### config.mk
export PLATFORM = sky130hd
export DESIGN_NAME = clkDivTop
export DESIGN_NICKNAME = d
export VERILOG_FILES = /design/src/rtl/divPkg.sv /design/src/rtl/divCtrl.sv /design/src/rtl/divPath.sv /design/src/rtl/clkDivTop.sv
export SDC_FILE = /design/constraint.sdc
export NUM_CORES = 1
export LEC_CHECK = 0
export BUFFER_PORTS_ARGS = -buffer_cell sky130_fd_sc_hd__clkbuf_2
export CAP_MARGIN = 20
export CORE_AREA = 4 4 41 43
export CTS_CLUSTER_SIZE = 25
export DETAILED_ROUTE_END_ITERATION = 12
export DIE_AREA = 0 0 45 47
export GPL_TIMING_DRIVEN = 0
export PLACE_DENSITY = 0.53
export SETUP_SLACK_MARGIN = 0.1
export SLEW_MARGIN = 20
export SYNTH_ARGS = -nofsm -noshare
export SYNTH_HDL_FRONTEND = slang
export SYNTH_SLANG_ARGS = --single-unit
### constraint.sdc
create_clock -name clk -period 1.6 [get_ports clk]
set_input_delay 0.16 -clock clk [delete_from_list [all_inputs] [get_ports clk]]
set_output_delay 0.16 -clock clk [all_outputs]
set_load 0.01 [all_outputs]
### src/rtl/divPkg.sv
package divPkg;
  localparam int CODE_W    = 2;
  localparam int MAX_RATIO = 8;
  localparam int CNT_W     = $clog2(MAX_RATIO);

  // Ratio codes; the code-to-ratio order is part of the external contract
  typedef enum logic [CODE_W-1:0] {
    CODE_DIV2 = 2'b00,
    CODE_DIV4 = 2'b01,
    CODE_DIV8 = 2'b10,
    CODE_DIV1 = 2'b11
  } divCode_e;

  // Strobes passed from control to datapath
  typedef struct packed {
    logic     restart;
    logic     enReq;
    divCode_e code;
  } divStrobe_t;
endpackage

### src/rtl/divCtrl.sv
module divCtrl import divPkg::*; #(
  parameter int SYNC_STAGES = 2
) (
  input  logic              clk,
  input  logic              rstN,
  input  logic [CODE_W-1:0] codeIn,
  input  logic              enIn,
  output divStrobe_t        strobe
);
  localparam int LAST = SYNC_STAGES - 1;

  logic [SYNC_STAGES-1:0] syncQ;
  divCode_e               codeQ;
  logic                   codeDiff;

  // Enable synchroniser chain
  always_ff @(posedge clk or negedge rstN) begin
    if (!rstN) syncQ <= '0;
    else       syncQ <= {syncQ[SYNC_STAGES-2:0], enIn};
  end

  // Held ratio code; a mismatch with the input restarts the counter
  always_ff @(posedge clk or negedge rstN) begin
    if (!rstN) codeQ <= CODE_DIV2;
    else       codeQ <= divCode_e'(codeIn);
  end

  assign codeDiff = (divCode_e'(codeIn) != codeQ);

  always_comb begin
    strobe.restart = codeDiff;
    strobe.enReq   = syncQ[LAST];
    strobe.code    = codeQ;
  end
endmodule

### src/rtl/divPath.sv
module divPath import divPkg::*; (
  input  logic             clk,
  input  logic             rstN,
  input  divStrobe_t       strobe,
  output logic             outP,
  output logic             outN,
  output logic [CNT_W-1:0] cntVal,
  output logic             gateVal,
  output logic             tapVal
);
  logic [CNT_W-1:0] cnt;
  logic [CNT_W-1:0] nextCnt;
  logic             nextTap;
  logic             enGate;
  logic             enLow;
  logic             bypass;

  function automatic logic pickTap(input logic [CNT_W-1:0] v, input divCode_e c);
    case (c)
      CODE_DIV2: return v[0];
      CODE_DIV4: return v[1];
      CODE_DIV8: return v[2];
      default:   return 1'b0;
    endcase
  endfunction

  assign nextCnt = strobe.restart ? '0 : cnt + CNT_W'(1);
  assign nextTap = pickTap(nextCnt, strobe.code);
  assign tapVal  = pickTap(cnt, strobe.code);
  assign bypass  = (strobe.code == CODE_DIV1);

  always_ff @(posedge clk or negedge rstN) begin
    if (!rstN) cnt <= '0;
    else       cnt <= nextCnt;
  end

  // Divided modes: the gate may move only on an edge after which the tap is low
  always_ff @(posedge clk or negedge rstN) begin
    if (!rstN)         enGate <= 1'b0;
    else if (!nextTap) enGate <= strobe.enReq;
  end

  // Bypass mode: the gate moves on the falling edge, during the low phase
  always_ff @(negedge clk or negedge rstN) begin
    if (!rstN) enLow <= 1'b0;
    else       enLow <= strobe.enReq;
  end

  assign outP    = bypass ? (clk & enLow) : (tapVal & enGate);
  assign outN    = ~outP;
  assign cntVal  = cnt;
  assign gateVal = enGate;
endmodule

### src/rtl/clkDivTop.sv
module clkDivTop import divPkg::*; #(
  parameter int SYNC_STAGES = 2
) (
  input  logic              clk,
  input  logic              rstN,
  input  logic [CODE_W-1:0] divCode,
  input  logic              outEn,
  output logic              clkOutP,
  output logic              clkOutN
);
  divStrobe_t       strobe;
  logic [CNT_W-1:0] cntVal;
  logic             gateVal;
  logic             tapVal;

  divCtrl #(.SYNC_STAGES(SYNC_STAGES)) u_ctrl (
    .clk    (clk),
    .rstN   (rstN),
    .codeIn (divCode),
    .enIn   (outEn),
    .strobe (strobe)
  );

  divPath u_path (
    .clk     (clk),
    .rstN    (rstN),
    .strobe  (strobe),
    .outP    (clkOutP),
    .outN    (clkOutN),
    .cntVal  (cntVal),
    .gateVal (gateVal),
    .tapVal  (tapVal)
  );
endmodule

==> results of run 1 <==
[what timing repair did]
action / 4_1_cts / 5_1_grt
pin swaps: 3 / 3
gates cloned: 0 / 0
gates resized for setup: 4 / 6
buffers inserted: 2 / 2
hold buffers: 4 / 0
hold endpoints to repair: 11 / 0
setup endpoints to repair: 7 / 7
[worst paths after layout]
check,depth (start not counted),slack [ns],to,from
max,5,-0.69,clkOutN,u_path.enLow
min,2,0.18,u_ctrl.syncQ[0],rstN
max reg2reg,5,0.11,u_path.gateVal,u_ctrl.codeQ[0]
min reg2reg,0,0.36,u_ctrl.syncQ[1],u_ctrl.syncQ[0]
max in group asynchronous,2,0.53,u_path.enLow,rstN
min in group clk,0,0.36,u_ctrl.syncQ[1],u_ctrl.syncQ[0]
[sequential cells by signal, summed over array words and instances (netlist names)]
name,flops
u_ctrl.codeQ,2
u_ctrl.syncQ,2
u_path.cntVal,3
u_path.enLow,1
u_path.gateVal,1
[cell type report]
| cell class | count | area, µm² | share of cell area |
|---|---|---|---|
| plain buffers | 2 | 22.5 | 0.0336 |
| multi-input cells | 23 | 186 | 0.278 |
| clock buffers | 16 | 111 | 0.166 |
| well taps | 15 | 18.8 | 0.0280 |
| repair buffers | 12 | 103 | 0.153 |
| inverters | 1 | 3.75 | 0.00560 |
| flip-flops and latches | 9 | 225 | 0.336 |
[kinds of logic after synthesis]
family | synth area share
AO/OA/AOI/OAI | 0.133
multiplexers | 0.0242
AND/OR/NAND/NOR | 0.157
buffers and inverters | 0.0483
XOR/XNOR | 0.0635
flip-flops | 0.544
adder cells (fa/ha/maj) | 0.0302
[critical path: stages (launching register included)]
cell	delay (ns)
dfrtn_1	0.40
nand4_1	0.07
buf_4	0.15
buf_6	0.10
o21a_1	0.09
buf_2	0.13
[power breakdown]
part,total [mW],internal [mW],switching (mW)
sequential,0.248,0.241,0.00691
clock,0.435,0.289,0.146
combinational,0.0795,0.0429,0.0366
total,0.762,0.573,0.189
[per-stage QoR]
step / util / setup TNS [ns] / hold WS (ns) / power [mW]
floorplan: - / 0 / -0.136 / 0.298
global placement: 0.358 / -0.0922 / 0.0204 / 0.324
detailed placement: 0.358 / -0.0945 / 0.0246 / 0.326
CTS: 0.488 / -1.50 / 0.181 / 0.760
global route: 0.515 / -1.51 / 0.183 / 0.819
finish: 0.515 / -1.36 / 0.175 / 0.762
[Yosys cell counts, drive strengths merged (2+ instances only)]
| master | count |
|---|---|
| dfrtp | 8 |
| nor2 | 3 |
| xnor2 | 3 |
| buf | 2 |
| nand2 | 2 |
| o21a | 2 |
[layout by cell type (no fill, tap or decap), types with 2 or more instances in the layout]
cell type      instances
buf_2                  2
buf_4                  4
buf_6                  3
clkbuf_1               2
clkbuf_2               4
clkbuf_4              10
dfrtp_1                8
dlygate4sd3_1          4
nand2_1                2
nor2_1                 3
o21a_1                 2
xnor2_1                2
[layer usage]
layer  track usage  part of all wire  up-vias
li1              -                 -      185
met5             0                 0        -
met2         0.164              0.49       20
met3         0.146             0.081        6
met4         0.205             0.027        0
met1         0.108              0.40      177
==> results.cfg, run 1 <==
[placement]
gp_congestion = 0.737
io_buffers = 6
place_ws_ns = -0.0525
dpl.hpwl_um = 522
dpl.cell_count = 56
postPlaceCellArea_um2 = 465

[detailed_routing]
via_per_inst = 4.97
wl_um = 989
wire_per_inst_um = 12.7
drc_errors = 0
ant_nets = 0
first_pass_iters = 4
vias = 388
drt_iter0_drc = 6

[sta]
finalMaxSlewViolations = 0
max-slew-margin-rel = 0.812
rsz0062_at_grt = true
clock_skew_ns = 0.0171
finalSetupViolations = 3
finalWorstSetupSlack_ns = -0.692
hold_viol = 0
tightest_slew_ns = 0.279

[layout]
syn2layout_area_growth_pct = 61.9
final_cell_area_um2 = 671
final_nets = 69
drive_gt1_frac = 0.460
fill_cells = 119
diodes = 0
stdcell_count = 78

[run]
drv_cap = 0

[synth]
yosysSeqAreaShare = 0.544
synthTopCellsByArea = dfrtp_1 (48%), xnor2_1 (6.3%), dfrtn_1 (6.0%)
syn_inst = 35
ys_seq_elements = 9
synth_cell_types = 22
ys_warn_count = 0
synth_area_leader_cell = dfrtp_1
synth-main-ff-cell = dfrtp_1
async_reset_ff_frac = 1.00
syn_area_per_cell_um2 = 11.8
syn_area_um2 = 414
synth.top_cell.area_share = 0.483
synth_edf_count = 0
syn-num-nets = 41

[power]
max-vdd-ir-drop_mv = 0.546
p_leak_nw = 0.305
power_density_nw_per_um2 = 1140

[run_status]
status = finished with violations
violations = setup timing

[cts]
clk_pin_slew_ns = 0.06
tritoncts = done
clock_latency_ns = 0.39

[critical_path]
path_class = flop to output pin
worstPathArrival_ns = 2.13
cp-end-kind = output pin
cp_data_required_time_ns = 1.44
worst_setup_path_start_kind = flop
path_max_fanout = 2

[floorplanning]
rows = 13
ios = 7
design.core.area_um2 = 1300
die_x_um = 45
initial_core_util = 0.318
dieArea_um2 = 2120
die_h_um = 47

[global_routing]
grt-ovfl-total = 0
grt_usage = 0.141
antenna_found_initial = 0
first_global_vias = 463
grt_pass1_wl_um = 1780
grt_max_degree = 10

[hold_path]
hp-class = primary input to async pin
Note: power is estimated with default switching activity, not from simulation.
==> run 2, diff against run 1 <==
PLACE_DENSITY = 0.59   (was 0.53)
==> run 2 against run 1 <==
Compared with the run above: the run still ends with setup timing left; clock-buffer cell count is 1 lower; routed wire length down 3.7%; cell count is the same; die area is the same; combinational power fell by 3.8%; first-iteration DRC count decreased by 33%; clock power rose by 2%; non-clock buffer count unchanged; critical path depth stayed put; sequential share of layout area rose by 0.19 points; worst hold slack improved by 0.0098 ns; sequential cell count did not move; critical path type unchanged.
==> results.cfg, run 2 (synthesized netlist as in run 1, its figures left out) <==
[power]
power_density_nw_per_um2 = 1150
sw_frac_of_total = 0.256
p_leak_nw = 0.306
sequentialPowerShare = 0.323
max-vdd-ir-drop_mv = 0.491
p_int_mw = 0.570
pwr-share-comb = 0.100
pwr-share-clk = 0.577
switchingPower_mw = 0.196

[sta]
finalWorstSetupSlack_ns = -0.692
finalMaxSlewViolations = 0
finalSetupViolations = 3
hold_viol = 0
tightest_slew_ns = 0.272
clock_skew_ns = 0.0172
max-slew-margin-rel = 0.816
rsz0062_at_grt = true

[global_routing]
grt_max_degree = 10
antenna_found_initial = 0
grt_usage = 0.129
first_global_vias = 465
grt_pass1_wl_um = 1620
grt-ovfl-total = 0

[critical_path]
worstPathArrival_ns = 2.13
cp_data_required_time_ns = 1.44
path_max_fanout = 2
path_class = flop to output pin
worst_setup_path_start_kind = flop
cp-end-kind = output pin
ff2ff_path_depth = 5

[run_status]
status = finished with violations
violations = setup timing

[layout]
fill_cells = 124
final_common_cell = clkbuf_4
final_cell_mix = clkbuf_4 (10), dfrtp_1 (8), buf_4 (4), dlygate4sd3_1 (4), clkbuf_2 (4)
final_nets = 69
largest_reg_flops = 3
diodes = 0
syn2layout_area_growth_pct = 61.0
drive_gt1_frac = 0.476
stdcell_count = 78
final_util = 0.513

[cts]
clk_pin_slew_ns = 0.07
tritoncts = done
clock_latency_ns = 0.39

[placement]
dpl.cell_count = 56
gp_congestion = 0.750
io_buffers = 6
dpl.hpwl_um = 512

[floorplanning]
die_x_um = 45
die_h_um = 47
rows = 13
design.core.area_um2 = 1300
dieArea_um2 = 2120
ios = 7
initial_core_util = 0.318

[detailed_routing]
wl_um = 952
drt_iter0_drc = 4
first_pass_iters = 3
via_per_inst = 5.19
wire_per_inst_um = 12.2
drc_errors = 0
ant_nets = 0
vias = 405

[hold_path]
hp-class = primary input to async pin

[run]
drv_cap = 0
## run 2: changes by cell type in the layout (fill, tap and decap cells not counted)
cell,before,now
clkbuf_1,2,1
clkinv_2,0,1
buf_12,1,0
buf_8,0,1
## run 2: what timing repair did
item / 4_1_cts / 5_1_grt
pin swaps: 6 / 0
hold buffers: 4 / 0
setup endpoints to repair: 7 / 7
gates resized for setup: 6 / 5
buffers inserted: 4 / 0
hold endpoints to repair: 11 / 0
## run 2: final timing paths
| kind | from | to | slack (ns) |
|---|---|---|---|
| worst max-delay path | u_path.enLow | clkOutN | -0.69 |
| worst min-delay path | rstN | u_ctrl.syncQ[0] | 0.18 |
| worst max register to register | u_ctrl.codeQ[0] | u_path.gateVal | 0.13 |
| worst min register to register | u_ctrl.syncQ[0] | u_ctrl.syncQ[1] | 0.35 |
| max in group asynchronous | rstN | u_path.enLow | 0.52 |
| min in group clk | u_ctrl.syncQ[0] | u_ctrl.syncQ[1] | 0.35 |
## run 2: routing by layer
layer / GRT usage / share of wire / vias up
met5: 0 / 0 / -
met4: 0.240 / 0.048 / 0
met3: 0.0996 / 0.083 / 8
met2: 0.153 / 0.45 / 20
met1: 0.0962 / 0.42 / 195
li1: - / - / 182
## run 2: critical path, stage by stage (launching register included)
cell,delay [ns]
dfrtn_1,0.40
nand4_1,0.07
buf_4,0.15
buf_8,0.11
o21a_1,0.08
buf_2,0.13
## run 2: cell type report
cell class / instances / area, µm² / share of cell area
clock inverters: 1 / 5.00 / 0.00750
plain buffers: 2 / 22.5 / 0.0338
flip-flops and latches: 9 / 225 / 0.338
well taps: 15 / 18.8 / 0.0281
inverters: 1 / 3.75 / 0.00563
repair buffers: 12 / 93.8 / 0.141
multi-input cells: 23 / 186 / 0.280
clock buffers: 15 / 111 / 0.167
## run 2: per-stage QoR
step	power, mW	setup WS (ns)	instance area [µm²]	hold WS [ns]	setup TNS, ns
CTS	0.780	-0.738	662	0.171	-1.46
finish	0.766	-0.692	667	0.185	-1.37
floorplan	0.298	0.0310	417	-0.136	0
global route	0.824	-0.786	667	0.195	-1.56
global placement	0.325	-0.0586	465	0.0275	-0.107
detailed placement	0.326	-0.0603	465	0.0271	-0.110
## run 2: power groups by stage
stage | combinational [mW] | clock (mW) | sequential (mW)
6_report | 0.0765 | 0.442 | 0.247
5_1_grt | 0.0839 | 0.492 | 0.249
4_1_cts | 0.0740 | 0.458 | 0.248
3_5_place_dp | 0.0525 | 0.0210 | 0.252
3_3_place_gp | 0.0520 | 0.0210 | 0.252
2_1_floorplan | 0.0344 | 0.0138 | 0.250
==> run 3, diff against run 2 <==
CELL_PAD_IN_SITES_DETAIL_PLACEMENT = 1   (was default)
CELL_PAD_IN_SITES_GLOBAL_PLACEMENT = 2   (was default)
CORE_AREA = default   (was 4 4 41 43)
CORE_MARGIN = 4   (was default)
CORE_UTILIZATION = 29   (was default)
DIE_AREA = default   (was 0 0 45 47)
MAX_ROUTING_LAYER = met4   (was default)
PLACE_DENSITY = 0.75   (was 0.59)
==> run 3 against run 2 <==
Compared with the run above: the run still ends with setup timing left; combinational power up 36%; non-clock buffer count up 3; utilization rose by 5.1 points; worst hold slack got worse by 0.025 ns; clock power up 3%; design area is 11% higher; first-iteration DRC count rose to 4.3 times the previous value; critical endpoint unchanged.
==> results.cfg, run 3 (synthesized netlist as in run 1, its figures left out) <==
[power]
switchingPower_mw = 0.220
max-vdd-ir-drop_mv = 0.515
pwr-share-comb = 0.128
sw_frac_of_total = 0.272
power_density_nw_per_um2 = 1090
p_leak_nw = 0.331
pwr-share-clk = 0.562
sequentialPowerShare = 0.310
p_int_mw = 0.591

[critical_path]
critPathMaxStageDelay_ns = 0.40
path_max_fanout = 2
crit_chain = nand4_1, buf_4, buf_8, o21a_1, buf_2
worst_setup_path_start_kind = flop
cp_data_required_time_ns = 1.44
cp-end-kind = output pin
worstPathArrival_ns = 2.15
critical_path.slowest_cell = dfrtn_1
path_class = flop to output pin

[placement]
io_buffers = 6
gp_congestion = 0.724
dpl.cell_count = 56
dpl.hpwl_um = 625

[cts]
tritoncts = done
clock_latency_ns = 0.40
clk_pin_slew_ns = 0.06

[layout]
diodes = 0
stdcell_count = 81
multi_input_area_um2 = 236
final_nets = 72
syn2layout_area_growth_pct = 79.2
drive_gt1_frac = 0.545
largest_reg_flops = 3
final_cell_mix = buf_4 (9), clkbuf_4 (9), dfrtp_1 (7), dlygate4sd3_1 (4)
seq_area_um2 = 226
final_util = 0.563
fill_cells = 138

[floorplanning]
dieArea_um2 = 2100
design.core.area_um2 = 1320
die_h_um = 45.8
initial_core_util = 0.314
rows = 13
ios = 7
die_x_um = 45.8

[run_status]
violations = setup timing
status = finished with violations

[sta]
clock_skew_ns = 0.0163
finalSetupViolations = 4
hold_viol = 0
finalMaxSlewViolations = 0
max-slew-margin-rel = 0.827
tightest_slew_ns = 0.257
rsz0062_at_grt = true
finalWorstSetupSlack_ns = -0.709

[global_routing]
first_global_vias = 519
grt_pass1_wl_um = 2190
grt_max_degree = 10
antenna_found_initial = 0
grt-ovfl-total = 0
grt_usage = 0.183

[detailed_routing]
first_pass_iters = 4
wire_per_inst_um = 16.9
via_per_inst = 5.21
ant_nets = 0
drt_iter0_drc = 17
vias = 422
drc_errors = 0
wl_um = 1370

[hold_path]
hp-class = primary input to async pin

[run]
drv_cap = 0
run 3: critical path, delay by kind of cell, from the launching register on:
family	cells	cell delay [ns]
AO/OA/AOI/OAI	1	0.09
AND/OR/NAND/NOR	1	0.08
flip-flops	1	0.40
buffers and inverters	3	0.40
run 3: final timing paths:
path	slack [ns]	cells after the start	start	endpoint
setup reg to reg	0.03	5	u_path.cntVal[0]	u_path.gateVal
setup / recovery	-0.71	5	u_path.enLow	clkOutN
min in group clk	0.35	0	u_ctrl.syncQ[0]	u_ctrl.syncQ[1]
hold / removal	0.16	2	rstN	u_path.cntVal[1]
hold reg to reg	0.35	0	u_ctrl.syncQ[0]	u_ctrl.syncQ[1]
max in group asynchronous	0.54	2	rstN	u_path.enLow
run 3: power by group through the flow:
stage / logic, mW / clock network [mW] / registers, mW
after floorplan: 0.0344 / 0.0138 / 0.250
after detailed placement: 0.0546 / 0.0210 / 0.252
after global placement: 0.0521 / 0.0210 / 0.252
after global routing: 0.111 / 0.511 / 0.253
final: 0.104 / 0.455 / 0.252
after CTS: 0.0784 / 0.456 / 0.248
run 3: metal layers:
| metal | global-route usage | vias to the layer above | wire length [µm] |
|---|---|---|---|
| met4 | 0.227 | 0 | 61 |
| met2 | 0.220 | 19 | 722 |
| met5 | - | - | 0 |
| li1 | - | 186 | - |
| met3 | 0.142 | 7 | 83 |
| met1 | 0.156 | 210 | 502 |
run 3: stage by stage:
stage / area [µm²] / hold slack, ns / power (mW) / TNS, ns / setup WS [ns]
2_1_floorplan: 417 / -0.136 / 0.298 / 0 / 0.0310
3_3_place_gp: 465 / 0.0230 / 0.325 / -0.103 / -0.0569
3_5_place_dp: 465 / 0.0318 / 0.328 / -0.0900 / -0.0498
6_report: 742 / 0.159 / 0.811 / -1.41 / -0.709
5_1_grt: 742 / 0.168 / 0.875 / -1.53 / -0.769
4_1_cts: 668 / 0.162 / 0.782 / -1.48 / -0.743
run 3: cell type report:
| cell class | instances | area share |
|---|---|---|
| plain buffers | 2 | 0.0304 |
| clock buffers | 16 | 0.155 |
| inverters | 1 | 0.00506 |
| multi-input cells | 23 | 0.319 |
| flip-flops and latches | 9 | 0.305 |
| well taps | 15 | 0.0253 |
| repair buffers | 15 | 0.160 |
run 3: what timing repair did:
item,in CTS,in global routing
resized for setup,6,16
hold endpoints to repair,11,0
hold buffers,4,0
endpoints found under the setup margin,7,7
buffers inserted,5,2
pin swaps,4,6
